<file path="src/rtl/prio_pkg.sv">
package prio_pkg;
  localparam int VEC_W   = 8;
  localparam int NUM_VEC = 1 << VEC_W;
  localparam int CLS_W   = 4;
  localparam int RSVD    = 32;

  typedef logic [VEC_W-1:0] vec_t;
  typedef logic [CLS_W-1:0] cls_t;

  function automatic cls_t cls_of(vec_t v);
    return v[VEC_W-1 -: CLS_W];
  endfunction
endpackage

</file>
<file path="src/rtl/prio_hi_find.sv">
module prio_hi_find import prio_pkg::*; #(
  parameter int N  = NUM_VEC,
  parameter int LO = RSVD
) (
  input  logic [N-1:0] bits_i,
  output logic         found_o,
  output vec_t         idx_o
);
  // ascending scan, last hit is the highest set bit
  always_comb begin
    found_o = 1'b0;
    idx_o   = '0;
    for (int i = LO; i < N; i++) begin
      if (bits_i[i]) begin
        found_o = 1'b1;
        idx_o   = VEC_W'(i);
      end
    end
  end
endmodule

</file>
<file path="src/rtl/prio_isr_stack.sv">
module prio_isr_stack import prio_pkg::*; #(
  parameter int DEPTH = 16,
  localparam int CNT_W = $clog2(DEPTH + 1),
  localparam int IDX_W = (DEPTH > 1) ? $clog2(DEPTH) : 1
) (
  input  logic             clk_i,
  input  logic             rst_ni,
  input  logic             push_i,
  input  logic             pop_i,
  input  vec_t             push_vec_i,
  output vec_t             top_vec_o,
  output logic [CNT_W-1:0] cnt_o,
  output logic             full_o,
  output logic             empty_o
);
  vec_t             stk_q [DEPTH];
  logic [CNT_W-1:0] cnt_q;
  logic [IDX_W-1:0] top_idx;
  logic [IDX_W-1:0] wr_idx;

  assign top_idx   = IDX_W'(cnt_q - 1'b1);
  assign wr_idx    = IDX_W'(cnt_q);
  assign empty_o   = (cnt_q == '0);
  assign full_o    = (cnt_q == CNT_W'(DEPTH));
  assign top_vec_o = empty_o ? '0 : stk_q[top_idx];
  assign cnt_o     = cnt_q;

  always_ff @(posedge clk_i or negedge rst_ni) begin
    if (!rst_ni) begin
      cnt_q <= '0;
      for (int i = 0; i < DEPTH; i++) stk_q[i] <= '0;
    end else if (push_i && !full_o) begin
      stk_q[wr_idx] <= push_vec_i;
      cnt_q         <= cnt_q + 1'b1;
    end else if (pop_i && !empty_o) begin
      cnt_q <= cnt_q - 1'b1;
    end
  end

  p_push_class_up_r6: assert property (@(posedge clk_i) disable iff (!rst_ni)
    (push_i && !empty_o) |-> (cls_of(push_vec_i) > cls_of(top_vec_o)));
  p_no_push_full_r9: assert property (@(posedge clk_i) disable iff (!rst_ni)
    (full_o && !pop_i) |=> full_o && $stable(cnt_q));
  p_no_push_pop_r10: assert property (@(posedge clk_i) disable iff (!rst_ni)
    !(push_i && pop_i));
endmodule

</file>
<file path="src/rtl/prio_resolver.sv">
module prio_resolver import prio_pkg::*; #(
  parameter int STK_DEPTH = 16,
  localparam int CNT_W = $clog2(STK_DEPTH + 1)
) (
  input  logic             clk_i,
  input  logic             rst_ni,
  input  logic             req_set_i,
  input  logic [VEC_W-1:0] req_vec_i,
  input  logic             accept_i,
  input  logic             eoi_i,
  input  logic             tpr_we_i,
  input  logic [VEC_W-1:0] tpr_wdata_i,
  output logic [VEC_W-1:0] tpr_o,
  output logic             pend_valid_o,
  output logic [VEC_W-1:0] pend_vec_o,
  output logic [VEC_W-1:0] ppr_o,
  output logic             eoi_err_o,
  output logic             ovf_err_o
);
  logic [NUM_VEC-1:0] irr_q, isr_q, irr_d, isr_d;
  vec_t               tpr_q, irr_hi, isr_hi, top_vec;
  logic               irr_found, isr_found;
  logic               stk_full, stk_empty;
  logic [CNT_W-1:0]   stk_cnt;
  logic               do_acc, push, pop;
  logic               eoi_err_q, ovf_err_q;

  prio_hi_find #(.N(NUM_VEC), .LO(RSVD)) u_irr_find (
    .bits_i(irr_q), .found_o(irr_found), .idx_o(irr_hi));
  prio_hi_find #(.N(NUM_VEC), .LO(RSVD)) u_isr_find (
    .bits_i(isr_q), .found_o(isr_found), .idx_o(isr_hi));

  prio_isr_stack #(.DEPTH(STK_DEPTH)) u_stack (
    .clk_i, .rst_ni,
    .push_i(push), .pop_i(pop), .push_vec_i(irr_hi),
    .top_vec_o(top_vec), .cnt_o(stk_cnt),
    .full_o(stk_full), .empty_o(stk_empty));

  // processor priority and delivery gate
  always_comb begin
    if (cls_of(tpr_q) >= cls_of(top_vec)) ppr_o = tpr_q;
    else                                  ppr_o = {cls_of(top_vec), {(VEC_W-CLS_W){1'b0}}};
  end
  assign pend_valid_o = irr_found && (cls_of(irr_hi) > cls_of(ppr_o));
  assign pend_vec_o   = irr_hi;

  // eoi wins over a same-cycle accept
  assign do_acc = accept_i && pend_valid_o && !eoi_i;
  assign push   = do_acc && !stk_full;
  assign pop    = eoi_i && !stk_empty;

  always_comb begin
    irr_d = irr_q;
    isr_d = isr_q;
    if (push) begin
      irr_d[irr_hi] = 1'b0;
      isr_d[irr_hi] = 1'b1;
    end
    if (pop) isr_d[isr_hi] = 1'b0;
    if (req_set_i && (req_vec_i >= VEC_W'(RSVD))) irr_d[req_vec_i] = 1'b1;
  end

  always_ff @(posedge clk_i or negedge rst_ni) begin
    if (!rst_ni) begin
      irr_q     <= '0;
      isr_q     <= '0;
      tpr_q     <= '0;
      eoi_err_q <= 1'b0;
      ovf_err_q <= 1'b0;
    end else begin
      irr_q <= irr_d;
      isr_q <= isr_d;
      if (tpr_we_i)               tpr_q     <= tpr_wdata_i;
      if (eoi_i && stk_empty)     eoi_err_q <= 1'b1;
      if (do_acc && stk_full)     ovf_err_q <= 1'b1;
    end
  end

  assign tpr_o     = tpr_q;
  assign eoi_err_o = eoi_err_q;
  assign ovf_err_o = ovf_err_q;

  p_isr_sync_r7: assert property (@(posedge clk_i) disable iff (!rst_ni)
    !stk_empty |-> (isr_found && (isr_hi == top_vec)));
  p_isr_count_r7: assert property (@(posedge clk_i) disable iff (!rst_ni)
    $countones(isr_q) == int'(stk_cnt));
  p_tpr_store_r5: assert property (@(posedge clk_i) disable iff (!rst_ni)
    tpr_we_i |=> (tpr_o == $past(tpr_wdata_i)));
  p_eoi_err_sticky_r8: assert property (@(posedge clk_i) disable iff (!rst_ni)
    eoi_err_o |=> eoi_err_o);
  p_ovf_sticky_r9: assert property (@(posedge clk_i) disable iff (!rst_ni)
    ovf_err_o |=> ovf_err_o);
  p_no_reserved_r2: assert property (@(posedge clk_i) disable iff (!rst_ni)
    pend_valid_o |-> (pend_vec_o >= VEC_W'(RSVD)));
endmodule

</file>
<file path="config.mk">
export PLATFORM = sky130hd
export DESIGN_NAME = prio_resolver
export DESIGN_NICKNAME = d
export VERILOG_FILES = /design/src/rtl/prio_pkg.sv /design/src/rtl/prio_hi_find.sv /design/src/rtl/prio_isr_stack.sv /design/src/rtl/prio_resolver.sv
export SDC_FILE = /design/constraint.sdc
export NUM_CORES = 1
export LEC_CHECK = 0
export BUFFER_PORTS_ARGS = -buffer_cell sky130_fd_sc_hd__buf_2
export CORE_MARGIN = 8
export CORE_UTILIZATION = 60
export CTS_CLUSTER_DIAMETER = 120
export CTS_CLUSTER_SIZE = 8
export DETAILED_ROUTE_END_ITERATION = 6
export PLACE_DENSITY = 0.85
export SLEW_MARGIN = 20
export SYNTH_ARGS = -nofsm -noshare
export SYNTH_HDL_FRONTEND = slang
export SYNTH_SLANG_ARGS = --single-unit
</file>
<file path="constraint.sdc">
create_clock -name clk_i -period 13.58 [get_ports clk_i]
set_clock_uncertainty 0.1 [all_clocks]
set_input_delay 1.358 -clock clk_i [delete_from_list [all_inputs] [get_ports clk_i]]
set_output_delay 1.358 -clock clk_i [all_outputs]
set_load 0.01 [all_outputs]
</file>
==> results.txt, run 1 <==
- Summed over all layers, the global routing overflow is 0.
- Class of the tightest hold or removal check: flip-flop to flip-flop
* Critical path's most frequent cell: sky130_fd_sc_hd__ha_1
- Mapped Cells: roughly 1900
- During I/O placement, the number of pins put on the boundary was 49.
- # placed instances: 2270
- Measured along the y axis, the die boundary spans 185.2 um.
- Initial DRC count: 2467
* Final count of hold timing violations: 0
* DRC viols: 0
* Peak Freq: 130.5 MHz
* Non-filler instance count after layout: 2318
* Number of cell rows: 62
- For this configuration, the core starts out at a cell density of 0.6037.
* Worst Setup End Kind: flip-flop
* Horizontal die dimension: roughly 190 um
- Startpoint Class: flip-flop
- After detailed routing, the total wire length is between 50000 and 60000 um.
- Count of vias placed by the detailed router: ~17000
- CTS tree: done
- Number of max-slew violations in the final report: 0
* H-tree levels: 2
* CTS buffer count: 43
* Post-synth top area cell: sky130_fd_sc_hd__dfrtp_1
* P per Cell Area: around 190 nW/um2
- The slowest stage of the critical path is the sky130_fd_sc_hd__a311oi_1 cell.
- Of the available clock period, the critical path in the final layout requires 0.5644.
* IR drop worst, VDD: around 190 uV
* Gpl congestion: roughly 0.99
- Count of hold-fix buffers inserted at cts: 0
* Slowest Stage Delay on Critical Path: around 0.97 ns
- Relative slew margins: 0.1708
- CTS Sinks: roughly 300
- Number of synthesized register bits: 303
* Placed wire-length estimate after detailed placement: roughly 39000 um
- Count of flip-flops with a built-in enable after synthesis: 0
- GRT Util Overall: 0.3489
- The tool flagged a number of max-cap violations equal to 0.
* Worst Path Required: approximately 14 ns
- Of all flip-flops after synthesis, the portion carrying an async set or reset was 1.000.
- The number of global-route vias before repair came to 16113.
* Sequential cell area fraction in the yosys report: 0.4412
- After synthesis, the cell types taking the most area are sky130_fd_sc_hd__dfrtp_1 44%, sky130_fd_sc_hd__nand2_1 7.1%, sky130_fd_sc_hd__o31ai_1 6.6%.
- The area growth from synthesis to layout is 9.843%.
- Each instance of the synthesized netlist takes up on average between 8 and 9 um2.
- Area inside the core boundary: 28470 um2
- The number of gates resized after CTS was 0.
* Die Footprint: approximately 34000 um2
- CTS placed an instance of sky130_fd_sc_hd__clkbuf_16 at the clock tree root.
- Arrival time reported for the critical path endpoint: 7.94 ns
- Total number of yosys warnings: 0
- Final critical path time including I/O delays and setup: between 7 and 8 ns
* Wire length of the first global-routing pass: 92770 um
- Classification of the worst setup path: flip-flop to flip-flop
* Ant. Diodes: 0
- The count of buffers added on input and output ports is 48.
- Crit path cell chain: inv_1 > ha_1 > mux4_2 > nor2b_1 > a211oi_1 > a211oi_1 > ha_1 > nand2b_1 > a21o_1 > a21o_1 > a21oi_1 > mux2i_1 > ha_1 > nor2b_1 > o211ai_1 > o2bb2ai_1 > a311oi_1 > o21ai_2 > nor2_1 > nand2_1 > o31ai_1 > o21ai_0
- Sum of negative setup slack: 0 ns
- Count of unique library cells instantiated by Yosys: 84
* Number of antenna violations at the first check in global routing: 0
* Routed length per placed instance: 25.80 um
- Buffers inserted during post-CTS setup optimization: 0
- Flip-flop cell with the highest count after synthesis: sky130_fd_sc_hd__dfrtp_1
- The commonest cells after synthesis are 325 x sky130_fd_sc_hd__nand2_1, 303 x sky130_fd_sc_hd__dfrtp_1, 151 x sky130_fd_sc_hd__o31ai_1.
- Pin count of the biggest net entering global routing: 197
- Unrepaired setup endpoints after global routing: false
* First-pass detailed-route iteration total: 7
- Of all nets on the critical path, the largest fanout is 18.
* Cell leakage power: approximately 8.0 nW
- Worst-case clock buffer depth: 3
- Area of the mapped netlist: 17190 um2
- Routed via count divided by cell count: approximately 7.3
* Slew at the pin closest to its max-slew limit: roughly 1.2 ns
- The flow ran to the end, and the final reports show no timing, DRC or antenna violations.
- In this run the remaining antenna-violating nets after routing total 0.
- Worst-Skew Late Latency: approximately 0.55 ns
* Fraction of post-synthesis cell area in the top cell type by area: 0.4412
- Clock transition time at the flip-flop clock pins of the worst setup and hold paths: 0.05 ns
- The number of nets in the synthesized netlist is 1960.
- Yosys instantiated no cell more often than sky130_fd_sc_hd__nand2_1.
* Nets: 1967
* Final number of setup-violating endpoints: 0
- Proportion of layout cells with a drive suffix above 1: 0.1003
==> kinds of logic (layout without fill, tap and decap cells) <==
family | count (synthesis) | count (layout) | synth area share
AND/OR/NAND/NOR | 852 | 852 | 0.2437
AO/OA/AOI/OAI | 543 | 543 | 0.2233
flip-flops | 303 | 303 | 0.4412
buffers and inverters | 162 | 171 | 0.03917
multiplexers | 46 | 46 | 0.04011
adder cells (fa/ha/maj) | 13 | 13 | 0.009464
XOR/XNOR | 6 | 6 | 0.003058
==> cell type report <==
cell class	instances	area, um2
Multi-Input combinational cell	1460	9031
Tap cell	384	480.5
Fill cell	2241	9592
Clock inverter	2	25.02
Timing Repair Buffer	71	455.4
Inverter	53	198.9
Sequential cell	303	7582
Clock buffer	45	1105
==> cell usage in the layout (no fill, tap or decap), types with 21 or more instances in the layout <==
master,count
sky130_fd_sc_hd__nand4_1,62
sky130_fd_sc_hd__nand2b_1,30
sky130_fd_sc_hd__buf_2,47
sky130_fd_sc_hd__buf_4,21
sky130_fd_sc_hd__nor3_1,58
sky130_fd_sc_hd__nand3_1,40
sky130_fd_sc_hd__nand2_1,325
sky130_fd_sc_hd__a211oi_1,23
sky130_fd_sc_hd__inv_1,51
sky130_fd_sc_hd__nor2b_1,33
sky130_fd_sc_hd__nor2_1,135
sky130_fd_sc_hd__o21ai_0,122
sky130_fd_sc_hd__a21oi_1,43
sky130_fd_sc_hd__o2bb2ai_1,37
sky130_fd_sc_hd__dfrtp_1,303
sky130_fd_sc_hd__nor4_1,76
sky130_fd_sc_hd__o31ai_1,151
sky130_fd_sc_hd__clkbuf_16,44
sky130_fd_sc_hd__mux2_2,23
==> flip-flops by register name, indices dropped and copies added, names as in the netlist <==
signal and count:
irr_q 224, tpr_o 8, ovf_err_o 1, u_stack.cnt_o 5
u_stack.stk_q 64, eoi_err_o 1
==> where the power goes <==
part	internal [mW]	switching, mW	leakage (nW)	total [mW]
clock network	0.568	0.383	0.555	0.951
registers	1.06	0.138	3.89	1.19
logic	0.480	1.06	3.58	1.54
==> per-layer routing <==
layer  vias to the layer above  part of all wire  global-route usage
met4                         0             0.060              0.1943
met2                      1340              0.43              0.5201
li1                       7268                 -                   -
met1                      8114              0.37              0.4556
met3                       289              0.13             0.09592
met5                         -                 0                   0
==> per-stage QoR <==
| step | setup slack [ns] | util | power, mW | area (um2) | hold WS (ns) |
|---|---|---|---|---|---|
| after CTS | 6.113 | 0.6615 | 3.615 | 18830 | 0.3696 |
| after global routing | 5.435 | 0.6631 | 3.819 | 18880 | 0.3927 |
| after floorplan | 6.591 | - | 2.138 | 17190 | 0.3446 |
| after global placement | 6.586 | 0.6218 | 2.611 | 17700 | 0.3424 |
| final | 5.916 | 0.6631 | 3.680 | 18880 | 0.3682 |
| after detailed placement | 6.158 | 0.6218 | 2.665 | 17700 | 0.3542 |
==> critical path: cells and delay by family, from the launching register on <==
kind | cells | cell delay [ns]
AO/OA/AOI/OAI | 11 | 3.55
adder cells (fa/ha/maj) | 3 | 1.49
AND/OR/NAND/NOR | 5 | 1.10
multiplexers | 2 | 0.63
flip-flops | 1 | 0.47
buffers and inverters | 1 | 0.14
==> worst paths after layout <==
check	startpoint	endpoint	slack, ns	cells after the start
max in group asynchronous	rst_ni	irr_q[47]$_DFF_PN0_	11.09	3
hold reg to reg	eoi_err_o$_DFFE_PN0P_	eoi_err_o$_DFFE_PN0P_	0.37	1
setup reg to reg	u_stack.cnt_o[1]$_DFFE_PN0P_	irr_q[47]$_DFF_PN0_	5.92	22
setup / recovery	u_stack.cnt_o[1]$_DFFE_PN0P_	irr_q[47]$_DFF_PN0_	5.92	22
hold / removal	eoi_err_o$_DFFE_PN0P_	eoi_err_o$_DFFE_PN0P_	0.37	1
min in group asynchronous	rst_ni	u_stack.stk_q[47]$_DFFE_PN0P_	0.74	1
No activity file was read; power rests on OpenSTA's default activity.
==> run 2: changes to the inputs <==
- clock period: 13.58 -> 7.9 ns (I/O delays scaled with it)
==> results.txt, run 2 (synthesis results as in run 1) <==
- Status: completed
- In this run the static leakage power is 8.013 nW.
- Relative slew margins: 0.1751
- The register with the most flip-flops in the layout has about 220 of them.
- For the pin with the worst max-slew slack, the measured transition is 1.237 ns.
* Count of hold-fix buffers inserted at cts: 0
- P per Cell Area: around 340 nW/um2
* Wire length of the first global-routing pass: roughly 93000 um
- IR drop worst, VDD: about 230 uV
- The longest clock path from root to sink contains 3 buffers.
- Across every metal layer, demand over resource in global routing totals 0.3449.
- Height of the die: approximately 190 um
- Clock-pin slew was measured on the worst setup and hold paths at ~0.05 ns.
* Count of vias placed by the detailed router: about 17000
* Buffers inserted during post-CTS setup optimization: 0
- Hold timing on the final database bottoms out at a slack of around 0.20 ns.
* Class of the tightest hold or removal check: primary input to async pin
- Top register by number of flip-flops: irr_q
- The tree is rooted in a sky130_fd_sc_hd__clkbuf_16.
- Worst Path Required: a little over 8 ns
- After detailed routing, the total wire length is between 50000 and 60000 um.
- The die is 185.2 um wide.
- The region available for standard cell placement spans around 28000 um2.
- CTS Sinks: 303
- Met1 routed wirelength after detailed routing: between 20000 and 25000 um
- Number of antenna violations at the first check in global routing: 0
- Final number of setup-violating endpoints: 0
* Number of cell rows: 62
- CTS buffer count: between 40 and 50
- Routed via count divided by cell count: around 7.4
- From synthesis to final layout, the design area changed by 9.770%.
- First-pass detailed-route iteration total: 6
- In the routed design, unresolved DRC markers number 0.
- Metal3 WL: slightly below 8000 um
- Startpoint Class: flip-flop
- The clock tree synthesis step divided the H-tree into 2 levels.
- Nets: just under 2000
- The final number of max-transition violations was 0.
- Of all nets on the critical path, the largest fanout is 18.
* Gpl congestion: 1.025
* Unrepaired setup endpoints after global routing: false
* Placed wire-length estimate after detailed placement: 39160 um
- Placement-stage worst setup slack: 0.3803 ns
- Die Footprint: 34320 um2
- Worst-Skew Late Latency: between 0.5 and 0.6 ns
- TritonCTS built the clock tree.
- Pin count of the biggest net entering global routing: approximately 110
- In the finished design, the share of the clock period the worst path needs comes to 0.9346.
- Of the cells placed in the final design, the portion with a size suffix greater than 1 is 0.09979.
- Highest signal layer in the routed design: met4
* Antenna-violating nets left: 0
- After detailed routing, the average wire length per cell comes to about 26 um.
* Worst Setup End Kind: flip-flop
* Final count of hold timing violations: 0
- Top library cells by usage in the layout, fill and taps aside: 325 x sky130_fd_sc_hd__nand2_1, 303 x sky130_fd_sc_hd__dfrtp_1, 151 x sky130_fd_sc_hd__o31ai_1
- Classification of the worst setup path: flip-flop to flip-flop
- Peak Freq: 135.4 MHz
- STA puts the critical path data arrival time at roughly 7.7 ns.
- Global route total overflow: 0
- Reported max-cap violation count: 0
* Final critical path time including I/O delays and setup: roughly 7.4 ns
- For this configuration, the core starts out at a cell density of 0.6037.
- The library cell used most frequently in the layout, excluding fill and tap cells, is sky130_fd_sc_hd__nand2_1.
- PnR worst setup slack: approximately 0.52 ns
- Number of global-route vias before repair: between 15000 and 20000
- Buffers placed on the I/O ports in this run total 48.
- Num ports: 49
- Sum of negative setup slack: 0 ns
- For this block, the initial DRC count from the detailed router was approximately 2400.
- Met2 WL: between 20000 and 30000 um
## run 2: cell count changes in the layout (fill, tap and decap cells not counted), sizes merged
cell   previous run  this run
diode             0         2
## run 2: power breakdown
| part | internal [mW] | switching, mW |
|---|---|---|
| Clock | 0.976 | 0.654 |
| Combinational | 0.840 | 1.85 |
| Sequential | 1.81 | 0.256 |
| Total | 3.63 | 2.76 |
## run 2: metrics by stage
step,util,area (um2),instances,power [mW]
2_1_floorplan,-,17190,1925,3.676
3_3_place_gp,0.6211,17680,2270,4.486
3_5_place_dp,0.6214,17690,2270,4.596
4_1_cts,0.6611,18820,2317,6.234
5_1_grt,0.6625,18860,2318,6.598
6_report,0.6627,18870,2320,6.385
## run 2: worst paths after layout
path	slack (ns)	cells past startpoint	to	start
max	0.52	22	irr_q[40]$_DFF_PN0_	u_stack.cnt_o[0]$_DFFE_PN0P_
min	0.20	1	irr_q[112]$_DFF_PN0_	rst_ni
max reg2reg	0.52	22	irr_q[40]$_DFF_PN0_	u_stack.cnt_o[0]$_DFFE_PN0P_
min reg2reg	0.36	1	eoi_err_o$_DFFE_PN0P_	eoi_err_o$_DFFE_PN0P_
max in group asynchronous	6.02	2	irr_q[210]$_DFF_PN0_	rst_ni
min in group clk_i	0.36	1	eoi_err_o$_DFFE_PN0P_	eoi_err_o$_DFFE_PN0P_
## run 2: repair_timing
action                                  in CTS  in global routing
endpoints found under the hold margin        0                  0
gates resized for setup                      0                  1
endpoints found under the setup margin       0                 91
## run 2: routing by layer
| metal | track usage | vias up |
|---|---|---|
| met2 | 0.5207 | 1334 |
| li1 | - | 7267 |
| met5 | 0 | - |
| met1 | 0.4475 | 8207 |
| met3 | 0.09808 | 300 |
| met4 | 0.1793 | 0 |
## run 2: worst max-delay path: stages, from the launching register on
cell and delay, ns:
sky130_fd_sc_hd__dfrtp_1 0.52, sky130_fd_sc_hd__inv_1 0.19, sky130_fd_sc_hd__ha_1 0.86, sky130_fd_sc_hd__mux4_2 0.37
sky130_fd_sc_hd__nor2b_1 0.15, sky130_fd_sc_hd__a211oi_1 0.07, sky130_fd_sc_hd__a211oi_1 0.38, sky130_fd_sc_hd__ha_1 0.31
sky130_fd_sc_hd__nand2b_1 0.16, sky130_fd_sc_hd__a21o_1 0.18, sky130_fd_sc_hd__a21o_1 0.17, sky130_fd_sc_hd__a21oi_1 0.66
sky130_fd_sc_hd__mux2i_1 0.22, sky130_fd_sc_hd__ha_1 0.35, sky130_fd_sc_hd__nor2b_1 0.13, sky130_fd_sc_hd__o211ai_1 0.10
sky130_fd_sc_hd__o2bb2ai_1 0.22, sky130_fd_sc_hd__a311oi_2 0.60, sky130_fd_sc_hd__o21ai_2 0.37, sky130_fd_sc_hd__nor2_1 0.26
sky130_fd_sc_hd__nand2_1 0.34, sky130_fd_sc_hd__o31ai_1 0.38, sky130_fd_sc_hd__o21ai_0 0.14
## run 2: layout make-up
class / count / area [um2]
clock buffer: 45 / 1105
multi-input combinational: 1460 / 9026
tap: 384 / 480.5
clock inverter: 2 / 25.02
inverter: 53 / 198.9
antenna: 2 / 5.005
timing repair buffer: 71 / 442.9
fill: 2293 / 9604
sequential: 303 / 7582
